===== src/rtl/ptp_time_counter.sv =====
module ptp_time_counter #(
  parameter int TW = 64,
  parameter int AW = 32,
  parameter logic [AW-1:0] RATE_NOM = 32'h8000_0000
) (
  input  logic          clk,
  input  logic          rst_n,
  input  logic          reg_wr,
  input  logic          reg_rd,
  input  logic [1:0]    reg_addr,
  input  logic [31:0]   reg_wdata,
  output logic [31:0]   reg_rdata,
  output logic [TW-1:0] time_o,
  output logic          step_o
);
  localparam int HW = TW - 32;

  logic [TW-1:0] time_q;
  logic [AW-1:0] acc_q, rate_q;
  logic [31:0]   lo_stage_q;
  logic [HW-1:0] snap_hi_q;
  logic          add_mode_q, step_q;

  logic [AW:0]   acc_sum;
  logic          cmd_ok, clk_clear, commit;
  logic [TW-1:0] wval;

  assign acc_sum   = {1'b0, acc_q} + {1'b0, rate_q};
  assign cmd_ok    = reg_wr && reg_addr == 2'd0 && reg_wdata[31];
  assign clk_clear = cmd_ok && reg_wdata[2];
  assign commit    = reg_wr && reg_addr == 2'd3;
  assign wval      = {reg_wdata[HW-1:0], lo_stage_q};

  always_ff @(posedge clk or negedge rst_n) begin
    if (!rst_n) begin
      time_q     <= '0;
      acc_q      <= '0;
      rate_q     <= RATE_NOM;
      lo_stage_q <= '0;
      snap_hi_q  <= '0;
      add_mode_q <= 1'b0;
      step_q     <= 1'b0;
    end else begin
      step_q <= clk_clear || commit;
      if (clk_clear) begin
        time_q <= '0;
        acc_q  <= '0;
      end else begin
        acc_q <= acc_sum[AW-1:0];
        if (commit)
          time_q <= add_mode_q ? time_q + wval : wval;
        else if (acc_sum[AW])
          time_q <= time_q + 1'b1;
      end
      if (cmd_ok) add_mode_q <= reg_wdata[0];
      if (reg_wr && reg_addr == 2'd1) rate_q <= reg_wdata[AW-1:0];
      if (reg_wr && reg_addr == 2'd2) lo_stage_q <= reg_wdata;
      if (reg_rd && reg_addr == 2'd2) snap_hi_q <= time_q[TW-1:32];
    end
  end

  always_comb begin
    case (reg_addr)
      2'd0:    reg_rdata = {31'd0, add_mode_q};
      2'd1:    reg_rdata = rate_q;
      2'd2:    reg_rdata = time_q[31:0];
      default: reg_rdata = snap_hi_q[31:0];
    endcase
  end

  assign time_o = time_q;
  assign step_o = step_q;
endmodule


===== config.mk =====
export PLATFORM = sky130hd
export DESIGN_NAME = ptp_time_counter
export DESIGN_NICKNAME = d
export VERILOG_FILES = /design/src/rtl/ptp_time_counter.sv
export SDC_FILE = /design/constraint.sdc
export NUM_CORES = 1
export LEC_CHECK = 0
export ABC_AREA = 1
export BUFFER_PORTS_ARGS = -buffer_cell sky130_fd_sc_hd__buf_2
export CELL_PAD_IN_SITES_DETAIL_PLACEMENT = 1
export CELL_PAD_IN_SITES_GLOBAL_PLACEMENT = 2
export CORE_MARGIN = 2
export CORE_UTILIZATION = 33
export DETAILED_ROUTE_END_ITERATION = 6
export HOLD_SLACK_MARGIN = 0.1
export PLACE_DENSITY_LB_ADDON = 0.1
export SYNTH_ARGS = -nofsm -noshare
export SYNTH_HDL_FRONTEND = slang
export SYNTH_SLANG_ARGS = --single-unit

===== constraint.sdc =====
create_clock -name clk -period 2.75 [get_ports clk]
set_input_delay 0.1375 -clock clk [delete_from_list [all_inputs] [get_ports clk]]
set_output_delay 0.1375 -clock clk [all_outputs]
set_load 0.1 [all_outputs]

### After elaboration in Yosys (flattened, before gate mapping)

Index checks and enable logic that the tools add are counted.

* bitwise gates (word level): 0
* order comparisons: 0
* multiply operators: 0
* reduce and logical (&&, ||, !) cells: 10
* $add $sub $neg: 3
* divide/modulo/power cells: 0
* equality and inequality tests: 3
* shift operators: 0
* muxes and demuxes: 6

Operators with widths (count)
* $mux 64: 4
* $pmux 32 s3: 1
* $add 64x1->64 const B: 1
* $add 64x64->64: 1
* $add 32x32->33: 1
* $mux 32: 1
* $logic_and 1x1->1: 7
* $eq 2x2->1 const B: 2
* $reduce_bool 3->1: 1
* $eq 2x1->1 const B: 1
* $logic_not 2->1: 1
* $logic_or 1x1->1: 1

* ROM bits: 0
* input port bits: 38
* latch bits: 0
* output and inout bits: 97
* logic and storage cells: 29
* flip-flop bits (word level): 194
* memory bits (writable): 0
* memories kept: 0

### Depth between registers and ports, before layout

Gate-level depths: netlist (run 1).

* word-level depth: 5
* depth in mapped cells: 18

### Worst setup path after synthesis (run 1)

No wires, ideal clock.

* path kind: flip-flop to output port
* start: reg time_q[0], in the netlist time_o[0]
* end: out reg_rdata[0]
* cell stages (with the launch flop): 3
* path buffers: 0
* data required time: 2.612 ns
* path slack: -0.219 ns
* data arrival time: 2.832 ns
* cells stage by stage: dfrtp_1 inv_1 o2111ai_1

* cells in the longest elaborated chain, start to end: 1

Ends and longest elaborated chain
* start, declared: RTL line 18 `logic [TW-1:0] time_q;`
* start signal, assigned: RTL line 51 `time_q <= add_mode_q ? time_q + wval : wval;`
* start signal, assigned: RTL line 53 `time_q <= time_q + 1'b1;`
* $pmux 32 s3: RTL line 63 `case (reg_addr)`
* end, declared: RTL line 12 `output logic [31:0] reg_rdata,`

Every way passes these cells.

### Worst setup path after layout (run 1)

* start: reg time_q[5], in the netlist time_o[5]
* end: reg time_q[57], in the netlist time_o[57]

* cells in the longest elaborated chain, start to end: 4
* elaborated cells on any way between the ends: 6
* classes of those cells: 2 x add/sub; 4 x mux

Ends and longest elaborated chain
* $add 64x1->64 / $add 64x64->64 (equally long branches): RTL line 53, 51
* $mux 64 (on tied branches): RTL line 52, 51
* $mux 64 *: RTL line 50 `if (commit)`
* $mux 64 *: RTL line 45 `if (clk_clear) begin`

Mark *: on every way between the ends. The rest lies on a longest branch, timed or not. The select of a mux whose other input is x is not followed.
A chain may end at the register's enable or synchronous reset.

==> flow_summary.toml, run 1 <==
[run_status]
status = "completed"

[synth]
yosys_warnings = 0
syn_inst = 2925
ys_seq_elements = 194
synth.mux.area_fraction_pct = 0.254
synth_area_per_cell_um2 = 6.06
synth_top_area_cell = "dfrtp_1"
synth.top_cell.area_share_pct = 27.3
synth_area_um2 = 17700
synth_compound_area_share_pct = 15.6
seq_area_frac_synth_pct = 27.4
synthAdderAreaFrac_pct = 7.01
synthXorXnorAreaFrac_pct = 2.82
synth_top_family_by_area = "simple AND/OR/NAND/NOR gates"
synth.distinct_cells = 45
synth_simple_gate_area_share_pct = 36.6
syn_nets = 3061
ys_top_cells_by_area = "dfrtp_1 27%, nand2_1 22%, inv_1 8.4%"

[drt]
ant_nets = 0
routed_wl_um = 99200
drc_errors = 0
wl_per_cell_um = 25.1
viasPerCell = 5.48
drt_iter0_markers = 1782
vias = 21637
dr.pass1.iters = 7

[floorplan]
die_area_um2 = 55500
initial_core_util_pct = 33.5
dieHeight_um = 236
core_um2 = 52900
ios = 135
dieWidth_um = 236
rows = 84

[grt]
overflow = 0
grt_max_degree = 97
grt_pass1_wl_um = 144000
grt_pass1_vias = 22233
track_usage_pct = 35.3
antenna_found_initial = 7

[placed_design]
placed_cells = 3894
io_buffers = 134
hpwl_um = 83000
place_congestion = 0.998

[finish]
utilization_pct = 41.2
nNetsFinal = 3380
drive_gt1_share_pct = 15.3
final_cells = 3946
area_delta_synth_final_pct = 23.0

[timing]
worst_pin_slew_ns = 0.833
hold_viol_final = 0
max_freq_ghz = 0.372
tns_ns = 0
maxSlewViolCount = 0
finalCritPeriodShare_pct = 97.7
period_minus_slack_ns = 2.69
rsz0062_at_grt = "true"
finalClockSkew_ns = 0.0146
setup_viol = 0
slew_headroom_pct = 44.3

[critical_path]
worstSetupPathType = "register to register"
crit_fanout = 4
worstSetupEndpointType = "register"
critPathRequiredTime_ns = 3.11
crit_chain = "ha_2, nand2_1, nor2_1, nand2_1, nand3_1, nand2_1, nand3_1, nand2_1, nand2_1, nand2_1, nand3_1, nand2_1, nand3_1, nand2_1"
slowest_delay_ns = 0.46
start_kind = "register"
path_buf_inv = 0
crit_arrival_ns = 3.05
cp_common_cell = "nand2_1"
path_delay_family = "simple AND/OR/NAND/NOR gates"
slowest_stage = "dfrtp_2"

[pwr]
clock_power_share_pct = 10.3
comb_power_share_pct = 71.7
internal_power_mw = 10.7
switchingPower_mw = 16.0
switching_share_pct = 60.0
p_seq_share_pct = 18.0
power_mw = 26.8
power.leakage_nw = 11.3
powerDensity_nw_per_um2 = 1230
vdd_drop_max_uv = 891

[clock_tree]
cts_made_buffers = 17
cts-root-buf = "clkbuf_16"
clk_path_buf_depth = 2
numClockSinks = 194
htreeDepth = 4
insertion_delay_ns = 0.48
cts_tree = "built"
path_clk_slew_ns = 0.08

[job]
cap_violations = 0

[min_path]
hold_path.class = "primary input to register"
synthesized netlist by cell type (all sizes together):
master,instances
mux2,4
a31oi,5
o311ai,1
o21ai,202
xor2,39
xnor2,18
a221oi,2
buf,13
nand4,50
o21bai,19
dfrtp,193
nor2,273
nand3,145
and2,1
clkbuf,57
dfstp,1
nor3,59
ha,96
o22ai,17
nor4,10
inv,405
a31o,1
o2111ai,1
a21oi,213
a21o,7
or3,1
a22oi,6
nand3b,11
nand2,1031
o21a,3
a21boi,2
or2,7
o221ai,2
o211ai,28
fa,2
stage by stage:
stage / area (um2) / hold WS [ns] / setup WS [ns]
global route: 21800 / 0.120 / -0.0581
floorplan: 17800 / -0.158 / 0.00559
CTS: 21600 / 0.104 / 0.00800
finish: 21800 / 0.117 / 0.0637
global placement: 20800 / 0.276 / -0.0239
detailed placement: 20800 / 0.272 / -0.139
tightest hold or removal path, cell delays in order:
cell and delay (ns):
buf_2 0.13, nor2_1 0.07, nand3_1 0.12, o21ai_0 0.10
worst paths after layout:
kind	from	end	slack [ns]	depth (start not counted)
max reg2reg	time_o[5]	time_o[57]	0.06	14
min	reg_addr[1]	add_mode_q	0.12	4
max	time_o[5]	time_o[57]	0.06	14
min in group asynchronous	rst_n	acc_q[2]	0.32	2
max in group asynchronous	rst_n	rate_q[31]	1.56	3
min reg2reg	snap_hi_q[19]	snap_hi_q[19]	0.48	2
layout by cell type (no fill, tap or decap), types with 3 or more instances in the layout:
master | synthesis | layout
o21bai_1 | 19 | 19
a21o_1 | 7 | 7
nand4_1 | 49 | 49
a31oi_1 | 5 | 5
o21ai_1 | 0 | 6
dfrtp_1 | 193 | 165
ha_2 | 0 | 7
or2_2 | 7 | 7
dfrtp_2 | 0 | 28
nor2_1 | 264 | 249
o21a_1 | 3 | 3
ha_1 | 96 | 88
o21ai_0 | 202 | 195
a22oi_1 | 6 | 6
nand3_1 | 144 | 143
o22ai_1 | 17 | 16
clkbuf_8 | 0 | 5
nor3_2 | 3 | 6
bufinv_16 | 0 | 3
nor4_1 | 10 | 9
inv_1 | 398 | 397
nor2_2 | 9 | 23
dlygate4sd3_1 | 0 | 15
xor2_1 | 39 | 39
o211ai_1 | 27 | 27
mux2_2 | 4 | 4
inv_2 | 7 | 7
nand2_1 | 1027 | 1015
nand3b_1 | 11 | 11
clkbuf_1 | 57 | 3
clkbuf_16 | 0 | 19
a21oi_1 | 213 | 210
buf_12 | 0 | 11
nand2_2 | 4 | 14
buf_2 | 2 | 133
xnor2_1 | 18 | 18
nor3_1 | 56 | 53
buf_4 | 2 | 207
metal layers:
| layer | track usage [%] | up-vias | part of all wire (%) |
|---|---|---|---|
| met2 | 58.6 | 725 | 46 |
| li1 | - | 10044 | - |
| met1 | 46.4 | 10688 | 43 |
| met4 | 15.3 | 2 | 4.9 |
| met5 | 0 | - | 0.010 |
| met3 | 3.88 | 178 | 6.1 |
power groups by stage:
stage | logic [mW] | registers (mW) | clock network (mW)
3_3_place_gp | 18.2 | 4.76 | 0
5_1_grt | 20.5 | 4.88 | 2.90
2_1_floorplan | 8.71 | 7.64 | 0
6_report | 19.2 | 4.81 | 2.77
3_5_place_dp | 18.5 | 4.81 | 0
4_1_cts | 18.7 | 4.76 | 2.80
area by class of cell:
type                    instances  area, um2
repair buffers                370       2670
clock buffers                  24        492
fillers                      7164      31100
diodes                          1       2.50
clock inverters                 8        125
multi-input cells            2256      11200
inverters                     405       1530
flip-flops and latches        194       4890
well taps                     688        861
kinds of logic after synthesis:
group | count (synthesis)
and+or+nand+nor | 1588
AOI/OAI and AO/OA | 509
buffers and inverters | 475
DFF | 194
adders and majority gates | 98
xor gates and xnor gates | 57
muxes | 4
state kept, by name, summed over array words and instances, names as in the netlist:
signal,count
add_mode_q,1
snap_hi_q,32
lo_stage_q,32
rate_q,32
acc_q,32
step_o,1
time_o,64
timing repair:
item,CTS,global route
gates resized for setup,5,50
hold buffers,15,0
setup buffers,0,2
setup endpoints to repair,35,65
pin swaps,0,2
gates cloned,0,2
hold endpoints to repair,98,0
Power figures use the tool's default switching activity.
==> run 2: changes to the inputs <==
- ABC_AREA: 1 -> not set
- CORE_UTILIZATION: 33 -> 38
==> run 2 against run 1 <==
  * The flow now finishes with violations (negative setup slack)
  * Clock skew rose by 0.00088 ns
  * Synthesized cell count decreased by 37%
  * Core utilization is 20 points higher
  * Register-to-register slack got worse by 0.57 ns
  * First-iteration DRC count fell by 23%
  * Via count fell by 14%
  * Design area is 14% higher
  * Largest power group unchanged
==> flow_summary.toml, run 2 <==
[timing]
hold_viol_final = 0
setup_slack_ns = -0.510
slew_headroom_pct = 46.9
max_freq_ghz = 0.307
period_minus_slack_ns = 3.26
maxSlewViolCount = 0
finalCritPeriodShare_pct = 119
setup_viol = 73
worst_pin_slew_ns = 0.788
rsz0062_at_grt = "true"
fin_hold_ws_ns = 0.134
finalClockSkew_ns = 0.0155

[synth]
ys_top_cells_by_area = "dfrtp_1 31%, mux2_2 9.0%, ha_1 7.7%"
synth.distinct_cells = 88
ys_async_sr_fraction_pct = 100
synth_top_family_by_area = "compound AO/OA/AOI/OAI gates"
seq_area_frac_synth_pct = 31.0
synth_edf_count = 0
synth_simple_gate_area_share_pct = 16.9
synth_area_um2 = 15600
yosys_warnings = 0
synth.mux.area_fraction_pct = 10.5
synth_top_area_cell = "dfrtp_1"
syn_inst = 1838
synthXorXnorAreaFrac_pct = 4.25
synth_compound_area_share_pct = 25.8
yosysMostFrequentCell = "dfrtp_1"
synth_common_cells = "193 x dfrtp_1, 176 x a21oi_1, 165 x o21ai_0"
synthAdderAreaFrac_pct = 7.93
synth_ff_type = "dfrtp_1"
synth.top_cell.area_share_pct = 30.9
syn_nets = 1974
synth_area_per_cell_um2 = 8.51
ys_seq_elements = 194

[clock_tree]
clk_path_buf_depth = 2
htreeDepth = 4
numClockSinks = 194
cts_made_buffers = 17
cts-root-buf = "clkbuf_16"
cts_tree = "built"
path_clk_slew_ns = 0.09
insertion_delay_ns = 0.52

[finish]
final_cells = 3052
utilization_pct = 60.9
final_cell_mix = "535 x buf_4, 149 x nand2_1, 136 x nor2_1"
area_delta_synth_final_pct = 58.7
largest_reg_flops = 64
nNetsFinal = 2640
fin_area_um2 = 24800
drive_gt1_share_pct = 48.4
final_common_cell = "buf_4"

[critical_path]
slowest_stage = "dfrtp_4"
start_kind = "register"
worstSetupPathType = "register to register"
path_buf_inv = 4
slowest_delay_ns = 0.51
crit-reg2reg-capture = "time_o[22]"
cp_num_cells = 16
rrSetupSlack_ns = -0.51
r2r-start = "time_o[0]"
crit_fanout = 3
critPathRequiredTime_ns = 3.16
worstSetupEndpoint = "time_o[22]"
cp_common_cell = "buf_4"
worstSetupEndpointType = "register"
crit_arrival_ns = 3.67
crit_chain = "ha_4, inv_2, fa_2, nor2b_4, o211ai_1, and3b_2, o21ai_4, o311a_4, o21ai_4, buf_4, buf_4, buf_4, o21bai_1, xnor2_1, o21ai_0, a32o_1"
reg2reg_depth = 16
worstSetupStartpoint = "time_o[0]"
path_delay_family = "compound AO/OA/AOI/OAI gates"

[placed_design]
place_congestion = 1.02
hpwl_um = 63700
placed_cells = 2924
io_buffers = 134
placed_area_um2 = 21800

[grt]
met1_usage_pct = 49.6
grt_pass1_vias = 19268
use_met3_pct = 6.73
overflow = 0
top_usage_layer = "met2"
grt_use_met2_pct = 64.3
grt_pass1_wl_um = 125000
track_usage_pct = 40.1
grt_max_degree = 67
antenna_found_initial = 3

[floorplan]
die_area_um2 = 42800
core_um2 = 40700
ios = 135
dieHeight_um = 207
rows = 74
initial_core_util_pct = 38.4
dieWidth_um = 207

[drt]
drt_iter0_markers = 1373
dr.pass1.iters = 5
drc_errors = 0
ant_nets = 0
routed_wl_um = 87000
vias = 18541
viasPerCell = 6.08
wl_per_cell_um = 28.5

[min_path]
hold_path.class = "primary input to register"

[job]
cap_violations = 0

[run_status]
status = "finished with violations"
violations = "negative setup slack"

[pwr]
power_mw = 34.8
vdd_drop_max_uv = 897
powerDensity_nw_per_um2 = 1400
power.leakage_nw = 10.9
==> run 2: worst register-to-register path, stage by stage, from the launching register on <==
cell and delay [ns]:
dfrtp_4 0.51, ha_4 0.18, inv_2 0.06, fa_2 0.23, nor2b_4 0.05, o211ai_1 0.19, and3b_2 0.26, o21ai_4 0.08
o311a_4 0.42, o21ai_4 0.24, buf_4 0.17, buf_4 0.10, buf_4 0.09, o21bai_1 0.07, xnor2_1 0.19, o21ai_0 0.11
a32o_1 0.21
==> run 2: metrics by stage <==
stage,TNS [ns],setup slack [ns]
floorplan,-4.74,-0.324
finish,-22.67,-0.510
CTS,-14.73,-0.330
detailed placement,-26.28,-0.680
global placement,-21.52,-0.466
global route,-30.36,-0.596
==> run 2: layout make-up <==
cell class | instances | area, um2
fillers | 4631 | 15900
multi-input cells | 1499 | 12000
repair buffers | 749 | 6270
flip-flops and latches | 194 | 5050
well taps | 532 | 666
clock buffers | 18 | 439
clock inverters | 14 | 186
inverters | 43 | 161
diodes | 3 | 7.51
==> run 2: layer usage <==
| layer | part of all wire [%] | routed length, um |
|---|---|---|
| met5 | 0 | 0 |
| met4 | 7.4 | 6430 |
| met3 | 5.8 | 5050 |
| met2 | 46 | 39900 |
| met1 | 41 | 35600 |
==> run 2: worst min path at each step <==
stage	start	to	slack, ns	cells after the start
2_1_floorplan	rst_n	acc_q[0]	-0.16	0
3_3_place_gp	rst_n	acc_q[29]	0.19	1
3_5_place_dp	rst_n	acc_q[28]	0.20	1
4_1_cts	reg_wdata[1]	rate_q[1]	0.10	3
5_1_grt	reg_wdata[16]	lo_stage_q[16]	0.11	3
6_report	reg_wdata[16]	lo_stage_q[16]	0.13	3
==> run 2: logic make-up (layout without fill, tap and decap cells) <==
kind of cell / count (synthesis) / count (layout)
multiplexers: 148 / 148
XOR/XNOR: 76 / 76
AO/OA/AOI/OAI: 630 / 630
other: 0 / 3
flip-flops: 194 / 194
buffers and inverters: 145 / 824
AND/OR/NAND/NOR: 547 / 547
adder cells (fa/ha/maj): 98 / 98
==> run 2: what timing repair did <==
item                                   CTS  global route
buffers inserted                        38            36
resized for setup                      230           116
setup endpoints to repair               74            75
pin swaps                               95           102
gates cloned                             6             1
hold buffers                            23             0
endpoints found under the hold margin  104             0
==> run 2: power by group <==
group	switching, mW	total [mW]	leakage [nW]	internal [mW]
sequential	0.897	5.05	2.26	4.15
combinational	16.0	26.9	8.35	10.9
clock	1.44	2.85	0.303	1.41
total	18.3	34.8	10.9	16.5
==> run 3: changes to the inputs <==
- CORE_UTILIZATION: 38 -> 30
==> run 3 against run 2 <==
  * The run still ends with negative setup slack left
  * Hold slack got worse by 0.0058 ns
  * Via count shrank 2.2%
  * Critical endpoint is now time_o[24]
  * Largest power group unchanged
  * Sequential power decreased by 1%
==> flow_summary.toml, run 3 (synthesized netlist as in run 2, its figures left out) <==
[grt]
track_usage_pct = 32.1
grt_pass1_wl_um = 127000
grt_max_degree = 73
grt_pass1_vias = 19086
antenna_found_initial = 1
overflow = 0

[clock_tree]
path_clk_slew_ns = 0.08
cts_tree = "built"
clk_path_buf_depth = 2
cts-root-buf = "clkbuf_16"
htreeDepth = 4
insertion_delay_ns = 0.53
cts_made_buffers = 17
numClockSinks = 194

[run_status]
status = "finished with violations"
violations = "negative setup slack"

[timing]
slew_headroom_pct = 45.3
rsz0062_at_grt = "true"
period_minus_slack_ns = 3.21
setup_slack_ns = -0.464
finalClockSkew_ns = 0.0160
setup_viol = 69
hold_viol_final = 0
maxSlewViolCount = 0
max_freq_ghz = 0.311
worst_pin_slew_ns = 0.812
finalCritPeriodShare_pct = 117
fin_hold_ws_ns = 0.128
tns_ns = -20.55

[min_path]
hold_depth = 3
hold_path.class = "primary input to register"

[floorplan]
dieWidth_um = 232
ios = 135
die_area_um2 = 54000
core_um2 = 51400
initial_core_util_pct = 30.4
rows = 83
dieHeight_um = 232

[finish]
final_common_cell = "buf_4"
utilization_pct = 49.2
final_cell_mix = "547 x buf_4, 147 x nand2_1, 135 x nor2_1"
nNetsFinal = 2657
drive_gt1_share_pct = 49.7
area_delta_synth_final_pct = 61.7
largest_reg_flops = 64
final_cells = 3215

[critical_path]
reg2reg_depth = 15
crit-reg2reg-capture = "time_o[24]"
rrSetupSlack_ns = -0.46
start_kind = "register"
worstSetupPathType = "register to register"
critPathRequiredTime_ns = 3.16
worstSetupEndpointType = "register"
worstSetupEndpoint = "time_o[24]"
worstSetupStartpoint = "time_o[0]"
r2r-start = "time_o[0]"
crit_fanout = 3
crit_arrival_ns = 3.62

[drt]
dr.pass1.iters = 5
wl_met2_um = 41500
ant_nets = 0
wl_per_cell_um = 27.1
drc_errors = 0
met1_length_um = 37300
top_layer_used = "met4"
drt_iter0_markers = 1247
vias = 18133
viasPerCell = 5.64
wl_met3_um = 3630
routed_wl_um = 87100

[pwr]
powerDensity_nw_per_um2 = 1370
power.leakage_nw = 11.0
vdd_drop_max_uv = 768

[placed_design]
place_congestion = 0.973
placed_cells = 3104
hpwl_um = 67100
io_buffers = 134
pre_cts_ws_ns = -0.726

[job]
cap_violations = 0
## run 3: routing by layer
metal,track usage [%],vias to the layer above
met1,40.5,9221
met3,3.94,173
met4,16.2,0
li1,-,8203
met2,53.8,536
met5,0,-
## run 3: how the worst min path moves through the flow
stage | to | start
2_1_floorplan | acc_q[0] | rst_n
3_3_place_gp | acc_q[31] | rst_n
3_5_place_dp | acc_q[31] | rst_n
4_1_cts | rate_q[10] | reg_wdata[10]
5_1_grt | rate_q[10] | reg_wdata[10]
6_report | lo_stage_q[22] | reg_wdata[22]
## run 3: area by class of cell
class	instances	area, um2
multi-input cells	1499	12200
clock buffers	18	439
diodes	1	2.50
well taps	680	851
repair buffers	766	6420
flip-flops and latches	194	5050
inverters	43	161
fillers	5893	26100
clock inverters	14	178
## run 3: per-stage QoR
| step | power (mW) | instance area (um2) |
|---|---|---|
| 2_1_floorplan | 18.2 | 16500 |
| 3_3_place_gp | 27.5 | 22200 |
| 3_5_place_dp | 27.9 | 22200 |
| 4_1_cts | 33.3 | 24600 |
| 5_1_grt | 36.2 | 25300 |
| 6_report | 34.6 | 25300 |
## run 3: critical path, stage by stage (launching register included)
cell      delay, ns
dfrtp_4        0.44
ha_4           0.14
inv_2          0.03
fa_2           0.34
nor2b_2        0.13
o211ai_1       0.13
and3b_2        0.28
o21ai_4        0.21
o221a_4        0.27
buf_6          0.11
o22ai_4        0.07
o31ai_4        0.36
buf_4          0.19
xnor2_2        0.10
a21oi_1        0.08
o22a_1         0.21
## run 3: power breakdown
part	internal (mW)	switching [mW]
combinational	11.1	15.7
sequential	4.15	0.843
clock	1.26	1.52
total	16.5	18.1
## run 3: timing repair
item,CTS,global route
hold endpoints to repair,107,0
gates resized for setup,274,119
pin swaps,118,64
cloned,6,1
setup endpoints to repair,75,93
hold buffers,23,0
setup buffers,33,30
